<file path="src/rtl/shamir_pkg.sv">
package shamir_pkg;
  localparam logic [1:0] SLOT_G0  = 2'd0;
  localparam logic [1:0] SLOT_G1  = 2'd1;
  localparam logic [1:0] SLOT_G01 = 2'd2;
  localparam logic [1:0] SLOT_ACC = 2'd3;

  typedef enum logic [2:0] {
    ST_IDLE, ST_FETCH, ST_SQ_GO, ST_SQ_WAIT, ST_MU_GO, ST_MU_WAIT, ST_SG_GO, ST_SG_WAIT
  } seq_state_t;

  // nonzero bit pair {e1,e0} -> multiplicand slot
  function automatic logic [1:0] pair_slot(input logic [1:0] pair);
    return pair - 2'd1;
  endfunction
endpackage

</file>
<file path="src/rtl/exp_fifo.sv">
module exp_fifo #(
  parameter int W     = 32,
  parameter int DEPTH = 4
) (
  input  logic         clk,
  input  logic         rst_n,
  input  logic         in_valid,
  output logic         in_ready,
  input  logic [W-1:0] in_data,
  output logic         full,
  output logic         nopush,
  input  logic         pop,
  output logic         empty,
  output logic [W-1:0] out_data
);
  localparam int PW = (DEPTH > 1) ? $clog2(DEPTH) : 1;
  localparam int CW = $clog2(DEPTH + 1);

  logic [W-1:0]  mem [DEPTH];
  logic [PW-1:0] wp, rp;
  logic [CW-1:0] cnt;
  logic          do_wr, do_rd;

  assign full     = (cnt == CW'(DEPTH));
  assign empty    = (cnt == '0);
  assign in_ready = !full;
  assign do_wr    = in_valid && in_ready;
  assign do_rd    = pop && !empty;
  assign out_data = mem[rp];

  always_ff @(posedge clk) begin
    if (do_wr) mem[wp] <= in_data;
  end

  always_ff @(posedge clk or negedge rst_n) begin
    if (!rst_n) begin
      wp <= '0; rp <= '0; cnt <= '0; nopush <= 1'b0;
    end else begin
      nopush <= in_valid && !in_ready;
      if (do_wr) wp <= (wp == PW'(DEPTH - 1)) ? '0 : wp + 1'b1;
      if (do_rd) rp <= (rp == PW'(DEPTH - 1)) ? '0 : rp + 1'b1;
      case ({do_wr, do_rd})
        2'b10:   cnt <= cnt + 1'b1;
        2'b01:   cnt <= cnt - 1'b1;
        default: cnt <= cnt;
      endcase
    end
  end

  a_r8_no_overflow: assert property (@(posedge clk) disable iff (!rst_n)
    cnt <= CW'(DEPTH));
  a_r9_nopush_flag: assert property (@(posedge clk) disable iff (!rst_n)
    (in_valid && full) |=> nopush);
  a_r9_drop_keeps_count: assert property (@(posedge clk) disable iff (!rst_n)
    (in_valid && full && !pop) |=> $stable(cnt));
endmodule

</file>
<file path="src/rtl/pair_shifter.sv">
module pair_shifter #(
  parameter int SLICE = 16
) (
  input  logic               clk,
  input  logic               rst_n,
  input  logic               load,
  input  logic [2*SLICE-1:0] word,
  input  logic               shift,
  output logic [1:0]         pair,
  output logic               has_bits
);
  localparam int LW = $clog2(SLICE + 1);

  logic [SLICE-1:0] hi, lo;
  logic [LW-1:0]    left;

  assign pair     = {hi[SLICE-1], lo[SLICE-1]};
  assign has_bits = (left != '0);

  always_ff @(posedge clk or negedge rst_n) begin
    if (!rst_n) begin
      hi <= '0; lo <= '0; left <= '0;
    end else if (load) begin
      hi   <= word[2*SLICE-1:SLICE];
      lo   <= word[SLICE-1:0];
      left <= LW'(SLICE);
    end else if (shift) begin
      hi   <= hi << 1;
      lo   <= lo << 1;
      left <= left - 1'b1;
    end
  end

  a_r2_shift_needs_bits: assert property (@(posedge clk) disable iff (!rst_n)
    shift |-> has_bits);
  a_r2_load_when_spent: assert property (@(posedge clk) disable iff (!rst_n)
    load |-> !has_bits);
endmodule

</file>
<file path="src/rtl/seq_ctrl.sv">
module seq_ctrl
  import shamir_pkg::*;
(
  input  logic       clk,
  input  logic       rst_n,
  input  logic       start,
  input  logic       run_auto,
  input  logic [1:0] sel_x_in,
  input  logic [1:0] sel_y_in,
  input  logic [1:0] sel_dst_in,
  input  logic       fifo_empty,
  input  logic       has_bits,
  input  logic [1:0] pair,
  input  logic       mul_done,
  output logic       pop,
  output logic       shift,
  output logic       mul_start,
  output logic [1:0] mul_x,
  output logic [1:0] mul_y,
  output logic [1:0] mul_dst,
  output logic       done
);
  seq_state_t st;
  logic       waiting;

  assign pop       = (st == ST_FETCH) && !has_bits && !fifo_empty;
  assign shift     = (st == ST_SQ_WAIT) && mul_done;
  assign mul_start = (st == ST_SQ_GO) || (st == ST_MU_GO) || (st == ST_SG_GO);
  assign waiting   = (st == ST_SQ_WAIT) || (st == ST_MU_WAIT) || (st == ST_SG_WAIT);

  always_ff @(posedge clk or negedge rst_n) begin
    if (!rst_n) begin
      st <= ST_IDLE; done <= 1'b0;
      mul_x <= SLOT_ACC; mul_y <= SLOT_ACC; mul_dst <= SLOT_ACC;
    end else begin
      done <= 1'b0;
      case (st)
        ST_IDLE: if (start) begin
          if (run_auto) st <= ST_FETCH;
          else begin
            mul_x <= sel_x_in; mul_y <= sel_y_in; mul_dst <= sel_dst_in;
            st <= ST_SG_GO;
          end
        end
        ST_FETCH: if (has_bits) begin
          mul_x <= SLOT_ACC; mul_y <= SLOT_ACC; mul_dst <= SLOT_ACC;
          st <= ST_SQ_GO;
        end else if (fifo_empty) begin
          done <= 1'b1;
          st   <= ST_IDLE;
        end
        ST_SQ_GO:   st <= ST_SQ_WAIT;
        ST_SQ_WAIT: if (mul_done) begin
          if (pair != 2'b00) begin
            mul_y <= pair_slot(pair);
            st    <= ST_MU_GO;
          end else st <= ST_FETCH;
        end
        ST_MU_GO:   st <= ST_MU_WAIT;
        ST_MU_WAIT: if (mul_done) st <= ST_FETCH;
        ST_SG_GO:   st <= ST_SG_WAIT;
        ST_SG_WAIT: if (mul_done) begin
          done <= 1'b1;
          st   <= ST_IDLE;
        end
        default: st <= ST_IDLE;
      endcase
    end
  end

  a_r11_start_pulse: assert property (@(posedge clk) disable iff (!rst_n)
    mul_start |=> !mul_start);
  a_r11_sel_stable: assert property (@(posedge clk) disable iff (!rst_n)
    (waiting && !mul_done) |=> $stable({mul_x, mul_y, mul_dst}));
  a_r3_square_first: assert property (@(posedge clk) disable iff (!rst_n)
    (st == ST_SQ_GO) |-> (mul_x == SLOT_ACC && mul_y == SLOT_ACC && mul_dst == SLOT_ACC));
  a_r4_mult_to_acc: assert property (@(posedge clk) disable iff (!rst_n)
    (st == ST_MU_GO) |-> (mul_x == SLOT_ACC && mul_dst == SLOT_ACC && mul_y != SLOT_ACC));
  a_r5_ready_pulse: assert property (@(posedge clk) disable iff (!rst_n)
    done |=> !done);
endmodule

</file>
<file path="src/rtl/shamir_exp_seq.sv">
module shamir_exp_seq #(
  parameter int FIFO_DEPTH = 4,
  parameter int SLICE      = 16
) (
  input  logic               clk,
  input  logic               rst_n,
  input  logic               exp_in_valid,
  output logic               exp_in_ready,
  input  logic [2*SLICE-1:0] exp_in_data,
  output logic               exp_full,
  output logic               exp_nopush,
  input  logic               start,
  input  logic               run_auto,
  input  logic [1:0]         sel_x_in,
  input  logic [1:0]         sel_y_in,
  input  logic [1:0]         sel_dst_in,
  output logic               ready,
  output logic               mul_start,
  output logic [1:0]         mul_x,
  output logic [1:0]         mul_y,
  output logic [1:0]         mul_dst,
  input  logic               mul_done
);
  localparam int WORD_W = 2 * SLICE;

  logic              pop, shift, empty, has_bits;
  logic [WORD_W-1:0] head;
  logic [1:0]        pair;

  exp_fifo #(.W(WORD_W), .DEPTH(FIFO_DEPTH)) u_fifo (
    .clk(clk), .rst_n(rst_n), .in_valid(exp_in_valid), .in_ready(exp_in_ready),
    .in_data(exp_in_data), .full(exp_full), .nopush(exp_nopush),
    .pop(pop), .empty(empty), .out_data(head));

  pair_shifter #(.SLICE(SLICE)) u_shift (
    .clk(clk), .rst_n(rst_n), .load(pop), .word(head), .shift(shift),
    .pair(pair), .has_bits(has_bits));

  seq_ctrl u_ctrl (
    .clk(clk), .rst_n(rst_n), .start(start), .run_auto(run_auto),
    .sel_x_in(sel_x_in), .sel_y_in(sel_y_in), .sel_dst_in(sel_dst_in),
    .fifo_empty(empty), .has_bits(has_bits), .pair(pair), .mul_done(mul_done),
    .pop(pop), .shift(shift), .mul_start(mul_start), .mul_x(mul_x),
    .mul_y(mul_y), .mul_dst(mul_dst), .done(ready));
endmodule

</file>
<file path="config.mk">
export PLATFORM = sky130hd
export DESIGN_NAME = shamir_exp_seq
export DESIGN_NICKNAME = d
export VERILOG_FILES = /design/src/rtl/shamir_pkg.sv /design/src/rtl/exp_fifo.sv /design/src/rtl/pair_shifter.sv /design/src/rtl/seq_ctrl.sv /design/src/rtl/shamir_exp_seq.sv
export SDC_FILE = /design/constraint.sdc
export NUM_CORES = 1
export LEC_CHECK = 0
export BUFFER_PORTS_ARGS = -buffer_cell sky130_fd_sc_hd__buf_2
export CAP_MARGIN = 0
export CORE_MARGIN = 5
export CORE_UTILIZATION = 64
export CTS_CLUSTER_DIAMETER = 120
export DETAILED_ROUTE_END_ITERATION = 10
export PLACE_DENSITY = 0.89
export SLEW_MARGIN = 40
export SYNTH_ARGS = -nofsm -noshare
export SYNTH_HDL_FRONTEND = slang
export SYNTH_SLANG_ARGS = --single-unit
export TNS_END_PERCENT = 30
</file>
<file path="constraint.sdc">
create_clock -name clk -period 6.4 [get_ports clk]
set_input_delay 0.64 -clock clk [delete_from_list [all_inputs] [get_ports clk]]
set_output_delay 0.64 -clock clk [all_outputs]
set_load 0.05 [all_outputs]
</file>
==> results of run 1 <==
layer usage:
layer / part of all wire / global-route usage / vias up
met5: 0 / 0 / -
met4: 0.024 / 0.0875 / 0
met3: 0.045 / 0.0423 / 28
met2: 0.52 / 0.343 / 120
met1: 0.41 / 0.257 / 2055
li1: - / - / 1759
sequential cells by signal, summed over array words and instances (netlist names):
name,flops
u_ctrl.done,1
u_ctrl.mul_dst,2
u_ctrl.mul_x,2
u_ctrl.mul_y,2
u_ctrl.st,3
u_fifo.cnt,3
u_fifo.mem,128
u_fifo.nopush,1
u_fifo.rp,2
u_fifo.wp,2
u_shift.hi,16
u_shift.left,5
u_shift.lo,16
layout by cell type (no fill, tap or decap), types with 4 or more instances in the layout:
cell type	instances
a21o_1	15
a21oi_1	4
a22o_1	15
and3_1	5
buf_2	54
buf_4	8
bufinv_16	5
clkbuf_16	17
dfrtp_1	47
dfstp_2	6
edfxtp_1	128
ha_1	9
inv_1	11
mux2_2	6
mux2i_1	15
mux4_2	32
nand2_1	27
nand3_1	5
nor2_1	12
o21ai_0	17
o22a_1	8
xor2_1	4
cell families (layout without fill, tap and decap cells):
family,after synthesis,in the layout
mux,53,53
flops,183,183
fa+ha+maj,10,10
simple gates,65,65
xor+xnor,7,7
buf+inv,34,105
compound gates,70,70
power by group through the flow:
stage	logic, W	clock network (W)	registers (W)
final	0.00106	0.00111	0.00184
after detailed placement	0.00106	0	0.00185
after global placement	0.00101	0	0.00183
after global routing	0.00115	0.00118	0.00188
after CTS	0.00107	0.00112	0.00184
after floorplan	0.000790	0	0.00183
how the worst max path moves through the flow:
stage | from | end
floorplan | u_shift.left[0] | u_fifo.cnt[2]
global placement | u_shift.left[0] | u_fifo.cnt[2]
detailed placement | u_shift.left[0] | u_fifo.cnt[2]
CTS | u_shift.left[0] | u_fifo.cnt[2]
global route | u_shift.left[0] | u_fifo.cnt[2]
finish | u_shift.left[0] | u_fifo.cnt[2]
final cells by class:
cell class	instances	area, um^2
clock buffers	20	437
repair buffers	62	330
fillers	645	2970
inverters	11	41.3
multi-input cells	205	1980
flip-flops and latches	183	5230
well taps	143	179
clock inverters	12	199
through the flow:
stage | hold WS, ps | std cells | setup slack [ps] | power [W]
5_1_grt | 417 | 636 | 3030 | 0.00421
4_1_cts | 367 | 636 | 3220 | 0.00404
3_5_place_dp | 466 | 604 | 3270 | 0.00291
2_1_floorplan | 344 | 422 | 3580 | 0.00262
3_3_place_gp | 459 | 604 | 3410 | 0.00284
6_report | 351 | 636 | 3200 | 0.00401
==> results.md, run 1 <==
* Yosys warns at 0
* Max stage delay on crit path at 510 ps
* FF-to-FF Start: u_shift.left[0]
* Count leader, synth: edfxtp_1
* Post-placement cell area at 7760 um^2
* Crit path buf inv count at 3
* Antenna cells at 0
* CP Capture Type: flop
* Family with the most delay on the worst path: adder cells
* Worst hold path class: in2async
* Net switching power at 0.00122 W
* Initial Utilization at 0.651
* Core area at 11400 um^2
* Clock Latency Late Sink at 410 ps
* Die Y at 118 um
* Post-Synth Simple-Gate Area at 0.0449
* FF-to-FF End: u_fifo.cnt[2]
* Yosys top cell by area: edfxtp_1
* CP Class: reg2reg
* Primary FF master, synth: edfxtp_1
* Worst-path cell chain: inv_1 > ha_1 > or4b_4 > nor4b_4 > buf_4 > ha_1 > inv_1 > fa_1 > xor2_1 > nor2_1 > xor2_1
* Vias at 3962
* Port Buf Inserts at 54
* Clock Sinks at 183
* Synth cell types at 42
* Post-Syn Instances at 422
* Max_cap viols at 0
* Mean Syn Cell Area at 17.5 um^2
* Hold_buf cts at 0
* Drt first-iter violations at 349
* Vias in the first global route at 4237
* Final setup viols at 0
* Top-level port count at 55
* Layout cells sized above 1 at 0.288
* TritonCTS Buffers at 17
* DRT Pass-1 Iters at 6
* Complex-gate fraction of the synthesized area at 0.0683
* HPWL Detailed at 7610 um
* Clock share of power at 0.276
* CTS resizes at 0
* Sequential share of power at 0.459
* Worst r2r path cells at 11
* Area contributors post-synth: edfxtp_1 (52%), dfrtp_1 (17%), mux4_2 (9.7%)
* Sequential fraction of the synthesis area at 0.706
* Number of flops mapped to enable cells by yosys at 128
* Vias per cell at 6.23
* Seq cells post-synth at 183
* Pin count of the biggest net entering global routing at 57
* Post-layout nets at 534
* Final Cell Area at 8400 um^2
* Fmax at 312 MHz
* Post-Synth XOR/XNOR Area at 0.00828
* Max-Slew Margin vs Limit at 0.530
* Clock Path Buffers at 2
* Fin Setup TNS at 0 ps
* Final Hold Viols at 0
* Tmin final at 3200 ps
* Leakage at 3.18 nW
* Wire length per cell at 21.1 um
* Power Dens Cells at 478 nW/um^2
* Mux contribution to synthesized area at 0.127
* First-pass GRT wire length at 21900 um
* Area grow syn2layout at 13.4%
* Critical path depth in cells at 11
* Slew Viols, Final at 0
* Largest family of logic cells by synthesized area: multiplexers
* Antenna violations before repair at 0
* Top cells by count, synth: edfxtp_1 (128), dfrtp_1 (49), mux4_2 (32)
* Die Area at 13800 um^2
* CTS clk-pin slew, worst paths at 70 ps
* Site Rows at 39
* CP Max Fanout at 56
* Clk root buf: clkbuf_16
* Routed Wire Length at 13400 um
* Post-synthesis adder-cell area fraction at 0.0179
* Syn nets at 476
* Gr usage total at 0.203
* Sw Ratio at 0.305
* Outcome: finished, final reports clean
* RD Place Congestion at 0.802
* Post-CTS Setup Bufs at 0
* Critical path required time at 6730 ps
* Core Util, Final at 0.739
* Worst Tran Pin Value at 705 ps
* GRT overflow at 0
* Area fraction of the dominant cell type after synthesis at 0.519
* Post-route ant nets at 0
* Startpoint types: flop
* Clk_skew at 8.51 ps
* CTS tree: built
* Die Span X at 118 um
* Post-Synthesis Cell Area at 7400 um^2
* Internal Power at 0.00279 W
* Ys async rst share at 0.301
* Combinational share of power at 0.265
* Residual DRC at 0
* Peak supply drop at 0.374 mV
* Slowest CP cell: buf_4
* RSZ-0062 raised after global routing: no
* Period utilization at 0.500
* Setup slack, reg-to-reg at 3200 ps
* H-tree lvl count at 4
* Worst EP arrival at 3540 ps
No activity file was read; power rests on OpenSTA's default activity.
==> run 2: changes to the inputs <==
CORE_UTILIZATION = 60   (was 64)
PLACE_DENSITY = 0.85   (was 0.89)
clock period = 3 ns   (was 6.4 ns; I/O delays follow)
==> results.md, run 2 (same netlist as run 1, synthesis figures left out) <==
* Outcome: finished, final reports clean
* Core area at 12100 um^2
* Initial Utilization at 0.614
* Clock Path Buffers at 2
* CTS tree: built
* RD Place Congestion at 0.769
* PnR worst setup slack at 448 ps
* Antenna violations before repair at 0
* Area grow syn2layout at 13.2%
* Fmax at 392 MHz
* Worst-path cell chain: inv_1 > ha_1 > or4b_4 > nor4b_4 > ha_1 > inv_1 > fa_1 > xor2_1 > nor2_1 > xor2_1
* Final Cell Area at 8380 um^2
* Gr usage total at 0.195
* FF-to-FF Start: u_shift.left[0]
* Vias at 3878
* RSZ-0062 raised after global routing: no
* CP Capture Type: flop
* Tmin final at 2550 ps
* Slew Viols, Final at 0
* Top-level port count at 55
* Routed Wire Length at 13200 um
* Die Y at 121 um
* Fin Setup TNS at 0 ps
* Post-route ant nets at 0
* Pin count of the biggest net entering global routing at 56
* Clk_skew at 9.17 ps
* Leakage at 3.17 nW
* Antenna cells at 0
* Post-place setup slack at 445 ps
* Seq. cell area at 5230 um^2
* H-tree lvl count at 4
* Hold Path Origin: exp_in_data[16]
* Fillers at 763
* CP Class: reg2reg
* CTS clk-pin slew, worst paths at 60 ps
* Final Hold Viols at 0
* Final setup viols at 0
* Crit path buf inv count at 2
* Met1 usage at 0.244
* Max_cap viols at 0
* Most common cell after layout, fill and taps aside: edfxtp_1
* Pwr Total at 0.00829 W
* Finished Layout Cells at 664
* Post-CTS Setup Bufs at 0
* Drt first-iter violations at 327
* HPWL Detailed at 7730 um
* Clock Sinks at 183
* Worst Hold Depth at 1
* Critical path required time at 3350 ps
* Peak supply drop at 0.559 mV
* Global routing's busiest layer: met2
* Port Buf Inserts at 54
* CP Max Fanout at 3
* TritonCTS Buffers at 17
* Clk root buf: clkbuf_16
* M2 GR Usage at 0.330
* Worst EP arrival at 2900 ps
* Post-placement cell area at 7810 um^2
* Post-layout nets at 538
* Met3 Use GR at 0.0438
* Power Dens Cells at 989 nW/um^2
* Worst r2r path cells at 10
* Reg with most FFs: u_fifo.mem
* Hold EP: u_fifo.mem[0][16]
* FF-to-FF End: u_fifo.cnt[2]
* Vias in the first global route at 4095
* Startpoint types: flop
* Die Area at 14700 um^2
* Family with the most delay on the worst path: simple AND/OR/NAND/NOR gates
* Worst hold path class: in2reg
* Inst Count DP at 632
* GRT overflow at 0
* Clock Latency Late Sink at 430 ps
* Worst Tran Pin Value at 659 ps
* First-pass GRT wire length at 21400 um
* Max reg flops at 128
* Max stage delay on crit path at 490 ps
* Die Span X at 121 um
* Wire length per cell at 19.9 um
* Commonest non-fill, non-tap cells in the layout: edfxtp_1 (128), buf_2 (53), dfrtp_1 (48)
* Setup slack, reg-to-reg at 450 ps
* Max-Slew Margin vs Limit at 0.561
* Site Rows at 40
* Period utilization at 0.851
* Residual DRC at 0
* DRT Pass-1 Iters at 5
* Layout cells sized above 1 at 0.294
* Biggest regs: u_fifo.mem (128), u_shift.hi (16), u_shift.lo (16)
* Slowest CP cell: or4b_4
* Area of the multi-input gates at 1980 um^2
* Vias per cell at 5.84
-- run 2: cell count changes in the layout (fill, tap and decap cells not counted), moves of 2 or more --
cell / delta
buf_4: +4
bufinv_16: -3
clkbuf_1: -3
clkinv_2: +3
clkinvlp_2: +2
-- run 2: worst max path at each step --
stage	depth (start not counted)	from	endpoint	slack, ps
final	10	u_shift.left[0]	u_fifo.cnt[2]	450
after global routing	10	u_shift.left[0]	u_fifo.cnt[2]	250
after CTS	10	u_shift.left[0]	u_fifo.cnt[2]	430
after detailed placement	10	u_shift.left[0]	u_fifo.cnt[2]	450
after global placement	10	u_shift.left[0]	u_fifo.cnt[2]	520
after floorplan	13	u_shift.left[0]	u_fifo.cnt[2]	180
-- run 2: area by class of cell --
type / instances / area share
flip-flops and latches: 183 / 0.624
multi-input cells: 205 / 0.236
clock buffers: 17 / 0.0507
repair buffers: 66 / 0.0436
well taps: 168 / 0.0251
clock inverters: 14 / 0.0160
inverters: 11 / 0.00492
-- run 2: metal layers --
layer  part of all wire  routed length [um]  vias to the layer above
li1                   -                   -                     1765
met1               0.40                5310                     1991
met2               0.53                6950                      101
met3              0.050                 657                       21
met4              0.020                 263                        0
met5                  0                   0                        -
-- run 2: through the flow --
stage,utilization,hold slack (ps)
after floorplan,-,4.41
after global placement,0.648,426
after detailed placement,0.648,437
after CTS,0.695,65.3
after global routing,0.695,73.8
final,0.695,88.7
-- run 2: timing repair --
action / 4_1_cts / 5_1_grt
hold buffers: 1 / 0
hold endpoints to repair: 30 / 0
resized for setup: 0 / 0
-- run 2: worst register-to-register path, delay by kind of cell (launching register included) --
family                   cells  cell delay, ps
adder cells (fa/ha/maj)      3             750
XOR/XNOR                     2             310
flip-flops                   1             410
buffers and inverters        2             150
AND/OR/NAND/NOR              3             850
-- run 2: power by group --
part	switching [W]	leakage [nW]	internal [W]
registers	0.000421	1.85	0.00347
logic	0.00127	1.05	0.00102
clock network	0.000899	0.265	0.00121
total	0.00259	3.17	0.00570
